### src/rtl/lps_pkg.sv
package lps_pkg;
   typedef enum logic [1:0] {
      ST_IDLE   = 2'd0,
      ST_STRIKE = 2'd1,
      ST_RUN    = 2'd2,
      ST_TRIP   = 2'd3
   } seq_state_e;
endpackage

### src/rtl/lps_fault_gate.sv
// Folds the comparator flags into the rate requests used in normal mode
// and the ignition qualifier used while striking.
module lps_fault_gate (
   input  logic contrast_mode,
   input  logic open_low,
   input  logic overvolt,
   input  logic short_low,
   input  logic ctl_high,
   output logic slow_fault,
   output logic fast_fault,
   output logic ignite_ok
);
   always_comb begin
      fast_fault = overvolt | (short_low & ~contrast_mode);
      slow_fault = ctl_high | (open_low & ~contrast_mode);
      ignite_ok  = ~open_low & ~overvolt;
   end
endmodule

### src/rtl/lps_delay_timer.sv
// Delay counter with clear, reload to a restart level and two charge rates.
module lps_delay_timer #(
   parameter int TMR_W    = 16,
   parameter int SLOW     = 1,
   parameter int FAST     = 25,
   parameter int RESTART  = 300,
   parameter bit SATURATE = 1'b1
) (
   input  logic             clk,
   input  logic             rst_n,
   input  logic             clr,
   input  logic             reload,
   input  logic             inc_slow,
   input  logic             inc_fast,
   output logic [TMR_W-1:0] value
);
   localparam logic [TMR_W:0]   MAXV   = {1'b0, {TMR_W{1'b1}}};
   localparam logic [TMR_W:0]   STEP_S = (TMR_W+1)'(SLOW);
   localparam logic [TMR_W:0]   STEP_F = (TMR_W+1)'(FAST);
   localparam logic [TMR_W-1:0] RELV   = TMR_W'(RESTART);

   logic [TMR_W:0]   step;
   logic [TMR_W:0]   sum;
   logic [TMR_W-1:0] nxt;

   always_comb begin
      if (inc_fast)      step = STEP_F;
      else if (inc_slow) step = STEP_S;
      else               step = '0;
      sum = {1'b0, value} + step;
   end

   generate
      if (SATURATE) begin : g_sat
         always_comb nxt = (sum > MAXV) ? MAXV[TMR_W-1:0] : sum[TMR_W-1:0];
      end else begin : g_wrap
         always_comb nxt = sum[TMR_W-1:0];
      end
   endgenerate

   always_ff @(posedge clk or negedge rst_n) begin
      if (!rst_n)      value <= '0;
      else if (clr)    value <= '0;
      else if (reload) value <= RELV;
      else             value <= nxt;
   end
endmodule

### src/rtl/lamp_prot_seq.sv
module lamp_prot_seq #(
   parameter int TMR_W         = 16,
   parameter int SLOW_STEP     = 1,
   parameter int FAST_STEP     = 25,
   parameter int STR_TOP       = 3000,
   parameter int STR_RESTART   = 300,
   parameter int NOR_TOP       = 1000,
   parameter int STRIKE_PASSES = 5,
   parameter bit SATURATE      = 1'b1
) (
   input  logic             clk,
   input  logic             rst_n,
   input  logic             supply_ok,
   input  logic             enable,
   input  logic             contrast_mode,
   input  logic             open_low,
   input  logic             overvolt,
   input  logic             short_low,
   input  logic             ctl_high,
   input  logic             overtemp,
   output logic             striking,
   output logic             running,
   output logic             latched_off,
   output logic [TMR_W-1:0] timer_val
);
   import lps_pkg::*;

   localparam int PW = $clog2(STRIKE_PASSES);
   localparam logic [PW-1:0]    LAST_PASS = PW'(STRIKE_PASSES - 1);
   localparam logic [TMR_W-1:0] STR_LIM   = TMR_W'(STR_TOP);
   localparam logic [TMR_W-1:0] NOR_LIM   = TMR_W'(NOR_TOP);

   generate
      if (STRIKE_PASSES < 2) begin : g_bad_passes
         $error("STRIKE_PASSES must be at least 2");
      end
      if (STR_RESTART >= STR_TOP) begin : g_bad_restart
         $error("STR_RESTART must be below STR_TOP");
      end
      if (FAST_STEP < SLOW_STEP || SLOW_STEP < 1) begin : g_bad_rates
         $error("need 1 <= SLOW_STEP <= FAST_STEP");
      end
      if ((longint'(NOR_TOP) + FAST_STEP) >= (64'd1 << TMR_W) ||
          (longint'(STR_TOP) + SLOW_STEP) >= (64'd1 << TMR_W)) begin : g_bad_width
         $error("TMR_W too narrow for the limits");
      end
   endgenerate

   seq_state_e    st, st_nxt;
   logic [PW-1:0] pass_cnt;
   logic          active;
   logic          slow_fault, fast_fault, ignite_ok;
   logic          t_clr, t_rel, t_slow, t_fast;
   logic          pass_inc, pass_clr;
   logic          strike_top, run_top;

   lps_fault_gate u_gate (
      .contrast_mode (contrast_mode),
      .open_low      (open_low),
      .overvolt      (overvolt),
      .short_low     (short_low),
      .ctl_high      (ctl_high),
      .slow_fault    (slow_fault),
      .fast_fault    (fast_fault),
      .ignite_ok     (ignite_ok)
   );

   lps_delay_timer #(
      .TMR_W    (TMR_W),
      .SLOW     (SLOW_STEP),
      .FAST     (FAST_STEP),
      .RESTART  (STR_RESTART),
      .SATURATE (SATURATE)
   ) u_timer (
      .clk      (clk),
      .rst_n    (rst_n),
      .clr      (t_clr),
      .reload   (t_rel),
      .inc_slow (t_slow),
      .inc_fast (t_fast),
      .value    (timer_val)
   );

   always_comb begin
      active     = supply_ok & enable;
      strike_top = (timer_val >= STR_LIM);
      run_top    = (timer_val >= NOR_LIM);
   end

   always_comb begin
      st_nxt   = st;
      t_clr    = 1'b0;
      t_rel    = 1'b0;
      t_slow   = 1'b0;
      t_fast   = 1'b0;
      pass_inc = 1'b0;
      pass_clr = 1'b0;
      if (!active) begin
         st_nxt   = ST_IDLE;
         t_clr    = 1'b1;
         pass_clr = 1'b1;
      end else begin
         unique case (st)
            ST_IDLE: begin
               st_nxt   = ST_STRIKE;
               t_clr    = 1'b1;
               pass_clr = 1'b1;
            end
            ST_STRIKE: begin
               if (overtemp) begin
                  st_nxt = ST_TRIP;
               end else if (ignite_ok) begin
                  st_nxt = ST_RUN;
                  t_clr  = 1'b1;
               end else if (strike_top) begin
                  if (pass_cnt == LAST_PASS) begin
                     st_nxt = ST_TRIP;
                  end else begin
                     pass_inc = 1'b1;
                     t_rel    = 1'b1;
                  end
               end else begin
                  t_slow = 1'b1;
               end
            end
            ST_RUN: begin
               if (overtemp) begin
                  st_nxt = ST_TRIP;
               end else if (fast_fault || slow_fault) begin
                  if (run_top) begin
                     st_nxt = ST_TRIP;
                  end else begin
                     t_fast = fast_fault;
                     t_slow = ~fast_fault;
                  end
               end else begin
                  t_clr = 1'b1;
               end
            end
            ST_TRIP: begin
               st_nxt = ST_TRIP;
            end
         endcase
      end
   end

   always_ff @(posedge clk or negedge rst_n) begin
      if (!rst_n) begin
         st       <= ST_IDLE;
         pass_cnt <= '0;
      end else begin
         st <= st_nxt;
         if (pass_clr)      pass_cnt <= '0;
         else if (pass_inc) pass_cnt <= pass_cnt + 1'b1;
      end
   end

   always_comb begin
      striking    = (st == ST_STRIKE);
      running     = (st == ST_RUN);
      latched_off = (st == ST_TRIP);
   end
endmodule

### config.mk
export PLATFORM = sky130hd
export DESIGN_NAME = lamp_prot_seq
export DESIGN_NICKNAME = d
export VERILOG_FILES = /design/src/rtl/lps_pkg.sv /design/src/rtl/lps_fault_gate.sv /design/src/rtl/lps_delay_timer.sv /design/src/rtl/lamp_prot_seq.sv
export SDC_FILE = /design/constraint.sdc
export NUM_CORES = 1
export LEC_CHECK = 0
export BUFFER_PORTS_ARGS = -buffer_cell sky130_fd_sc_hd__buf_2
export CAP_MARGIN = 10
export CORE_ASPECT_RATIO = 0.6
export CORE_UTILIZATION = 50
export CTS_CLUSTER_DIAMETER = 50
export DETAILED_ROUTE_END_ITERATION = 8
export HOLD_SLACK_MARGIN = 0.15
export PLACE_DENSITY = 0.72
export SLEW_MARGIN = 30
export SYNTH_ARGS = -nofsm -noshare
export SYNTH_HDL_FRONTEND = slang
export SYNTH_SLANG_ARGS = --single-unit
export TNS_END_PERCENT = 30
### constraint.sdc
create_clock -name clk -period 3.3 [get_ports clk]
set_input_delay 0.165 -clock clk [delete_from_list [all_inputs] [get_ports clk]]
set_output_delay 0.165 -clock clk [all_outputs]
set_load 0.005 [all_outputs]
==> impl_metrics.ini <==
[cts]
clkLatencyLatePin_ps = 270
cts_tree = done
clock_sinks = 21
numCtsBuffers = 3
clk_pin_slew_ps = 80
h-tree-depth = 1
cts_setup_buffers = 0
cts_buffer_depth = 2
clockRootBuffer = clkbuf_8

[synthesis]
synthArstFlopShare_pct = 100.0
synth_edf_count = 0
synth_flop_cell = dfrtp_1
synth_area_um2 = 1401
syn-num-nets = 169
syn_inst = 148
synth_seq_area_share_pct = 37.50
yosys_warnings = 0
ys_ff_latch = 21
syn_avg_cell_area_um2 = 9.469
synth_cell_type_count = 40

[worst_setup_path]
crit_chain = nor4_1 -> o311ai_2 -> nor3_1 -> nor2_1 -> nor2_1 -> ha_1 -> ha_1 -> a41oi_1 -> buf_4 -> nor3_1 -> mux2i_1 -> nor2_1
slowest_stage = nor4_1
cp-end-kind = flop
critical_path_class = reg2reg
critPathBufInv = 1
arrival_ps = 3260
crit_path_start_kind = flop
max_stage_delay_ps = 490
path_delay_family = simple AND/OR/NAND/NOR gates
critPathRequiredTime_ps = 3460
rrSetupSlack_ps = 200
path_common_cell = nor2_1
cp_max_fo = 7

[place]
routabilityCongestion = 0.8404
dp_hpwl_um = 2516
io_buffer_count = 28
dp_slack_ps = 61.21

[finish]
fill_cells = 210
final_net_count = 202
diodes = 0
area_growth_pct = 16.96
layout-drive-gt1-share_pct = 24.44

[sta]
setup_ws_ps = 198.9
hold_violations = 0
slew_viol_final = 0
fmax_mhz = 322.5
final.period_utilization_pct = 93.97
final.setup.tns_ps = 0
finalSetupViolations = 0
timing.final.crit_period_ps = 3101
tightest_slew_ps = 531.0
skew_ps = 5.191
grt_setup_unrepaired = no
timing.max_slew.rel_slack_pct = 64.22

[floorplanning]
coreArea_um2 = 2575
die_h_um = 43.01
die_w_um = 70.35
fp.dieArea_um2 = 3025
rows = 14
num_io_pins = 29
start_util_pct = 54.42

[global_routing]
grt_pass1_vias = 1143
overflow = 0
grt_pass1_wl_um = 5623
antenna_found_initial = 0
grt_max_degree = 22
grt_use_total_pct = 24.46

[detailed_routing]
vias = 1258
ant_nets = 0
dr.first_iter.drc_count = 116
vias_per_cell = 5.934
drc = 0
wl_per_cell_um = 15.94
first_pass_iters = 5
finalWirelength_um = 3379

[run_status]
status = finished, final reports clean

[flow_run]
drv_cap = 0

[power]
power.leakage_uw = 0.0007695
vdd_ir_drop_max_mv = 0.1518
powerDensity_nw_per_um2 = 298.8

[min_path]
hold_class = in2reg
[area by class of cell]
cell class                 instances  area [um2]  share of cell area (%)
sequential                        21       525.5                   32.06
multi-input combinational        113       818.3                   49.92
clock buffer                       3       41.29                   2.519
inverter                          11       41.29                   2.519
tap                               32       40.04                   2.443
timing repair buffer              31       165.2                   10.08
clock inverter                     1       7.507                  0.4580
[path summary, 6_finish.rpt]
check	startpoint	end	depth (start not counted)
max in group asynchronous	rst_n	u_timer.value[13]	2
max reg2reg	u_timer.value[14]	u_timer.value[14]	12
min reg2reg	pass_cnt[2]	pass_cnt[2]	2
min	enable	pass_cnt[1]	3
max	u_timer.value[14]	u_timer.value[14]	12
min in group asynchronous	rst_n	st[0]	2
[report_power, final]
| part | total, uW | internal, uW | leakage, uW | switching, uW |
|---|---|---|---|---|
| combinational | 49.8 | 19.5 | 0.000455 | 30.2 |
| clock | 179 | 85.5 | 0.0000217 | 93.6 |
| sequential | 261 | 259 | 0.000293 | 2.19 |
| total | 490 | 364 | 0.000769 | 126 |
[timing repair]
item,in CTS,in global routing
hold buffers,1,0
resized for setup,0,2
setup endpoints to repair,0,14
hold endpoints to repair,21,0
[worst min-delay path, delay by kind of cell]
family	cells	cell delay, ps
buf+inv	1	100
simple gates	2	300
[cell usage in the layout, fill, tap and decap left out, types with 2 or more instances in the layout]
cell type and n:
buf_2 28, dfrtp_1 21, a21oi_1 18, nor2_1 13, inv_1 11, ha_1 11
nor3_1 10, xnor2_1 7, nand2_1 4, o21ai_0 4, a31oi_1 4, nand2b_1 4
mux2i_1 3, xor2_1 3, clkbuf_8 3, nor2b_1 2, and2_1 2, a21o_1 2
or3_4 2, a211oi_1 2, a22o_1 2, buf_4 2
[synth_stat cells, drive strengths merged (2+ instances only)]
cell type	number	area share, %
nand2	5	1.5
a22o	2	1.3
nor2b	2	0.89
xnor2	7	4.4
buf	3	2.0
xor2	3	1.9
mux2i	3	2.1
or3	3	1.7
a31oi	4	1.8
a211oi	2	1.1
dfrtp	21	37
o21ai	4	1.4
nor2	13	3.5
o311ai	2	1.8
nand2b	4	1.8
and2	3	1.5
a21oi	18	6.4
ha	11	9.8
nor3	10	3.6
nor4b	2	1.3
o31ai	2	1.4
a21o	2	1.1
o211ai	2	1.4
inv	11	2.9
[metrics by stage]
| step | std cells | hold WS [ps] | cell area, um2 | utilization (%) | power (uW) |
|---|---|---|---|---|---|
| finish | 212 | 335.4 | 1639 | 63.65 | 489.8 |
| global route | 212 | 356.7 | 1639 | 63.65 | 512.5 |
| CTS | 212 | 328.5 | 1628 | 63.22 | 494.1 |
| detailed placement | 207 | 158.0 | 1569 | 60.93 | 313.8 |
| global placement | 207 | 148.4 | 1569 | 60.93 | 312.6 |
| floorplan | 148 | -130.6 | 1401 | - | 293.6 |
[flip-flops by register name (all words and copies together), names as in the netlist]
signal and count:
st 2, u_timer.value 16, pass_cnt 3
[routing by layer]
metal	global-route usage, %	wire, um	vias up
met5	0	0	-
met4	8.000	46	0
met3	7.601	275	8
met2	33.90	1402	63
met1	35.90	1654	588
li1	-	-	599
[kinds of logic after synthesis]
logic type,count (synthesis),synth area share (%)
simple gates,50,21.07
compound gates,39,18.30
flops,21,37.50
buf+inv,14,4.910
fa+ha+maj,11,9.821
xor+xnor,10,6.250
mux,3,2.143
(Power assumes the default switching activity.)
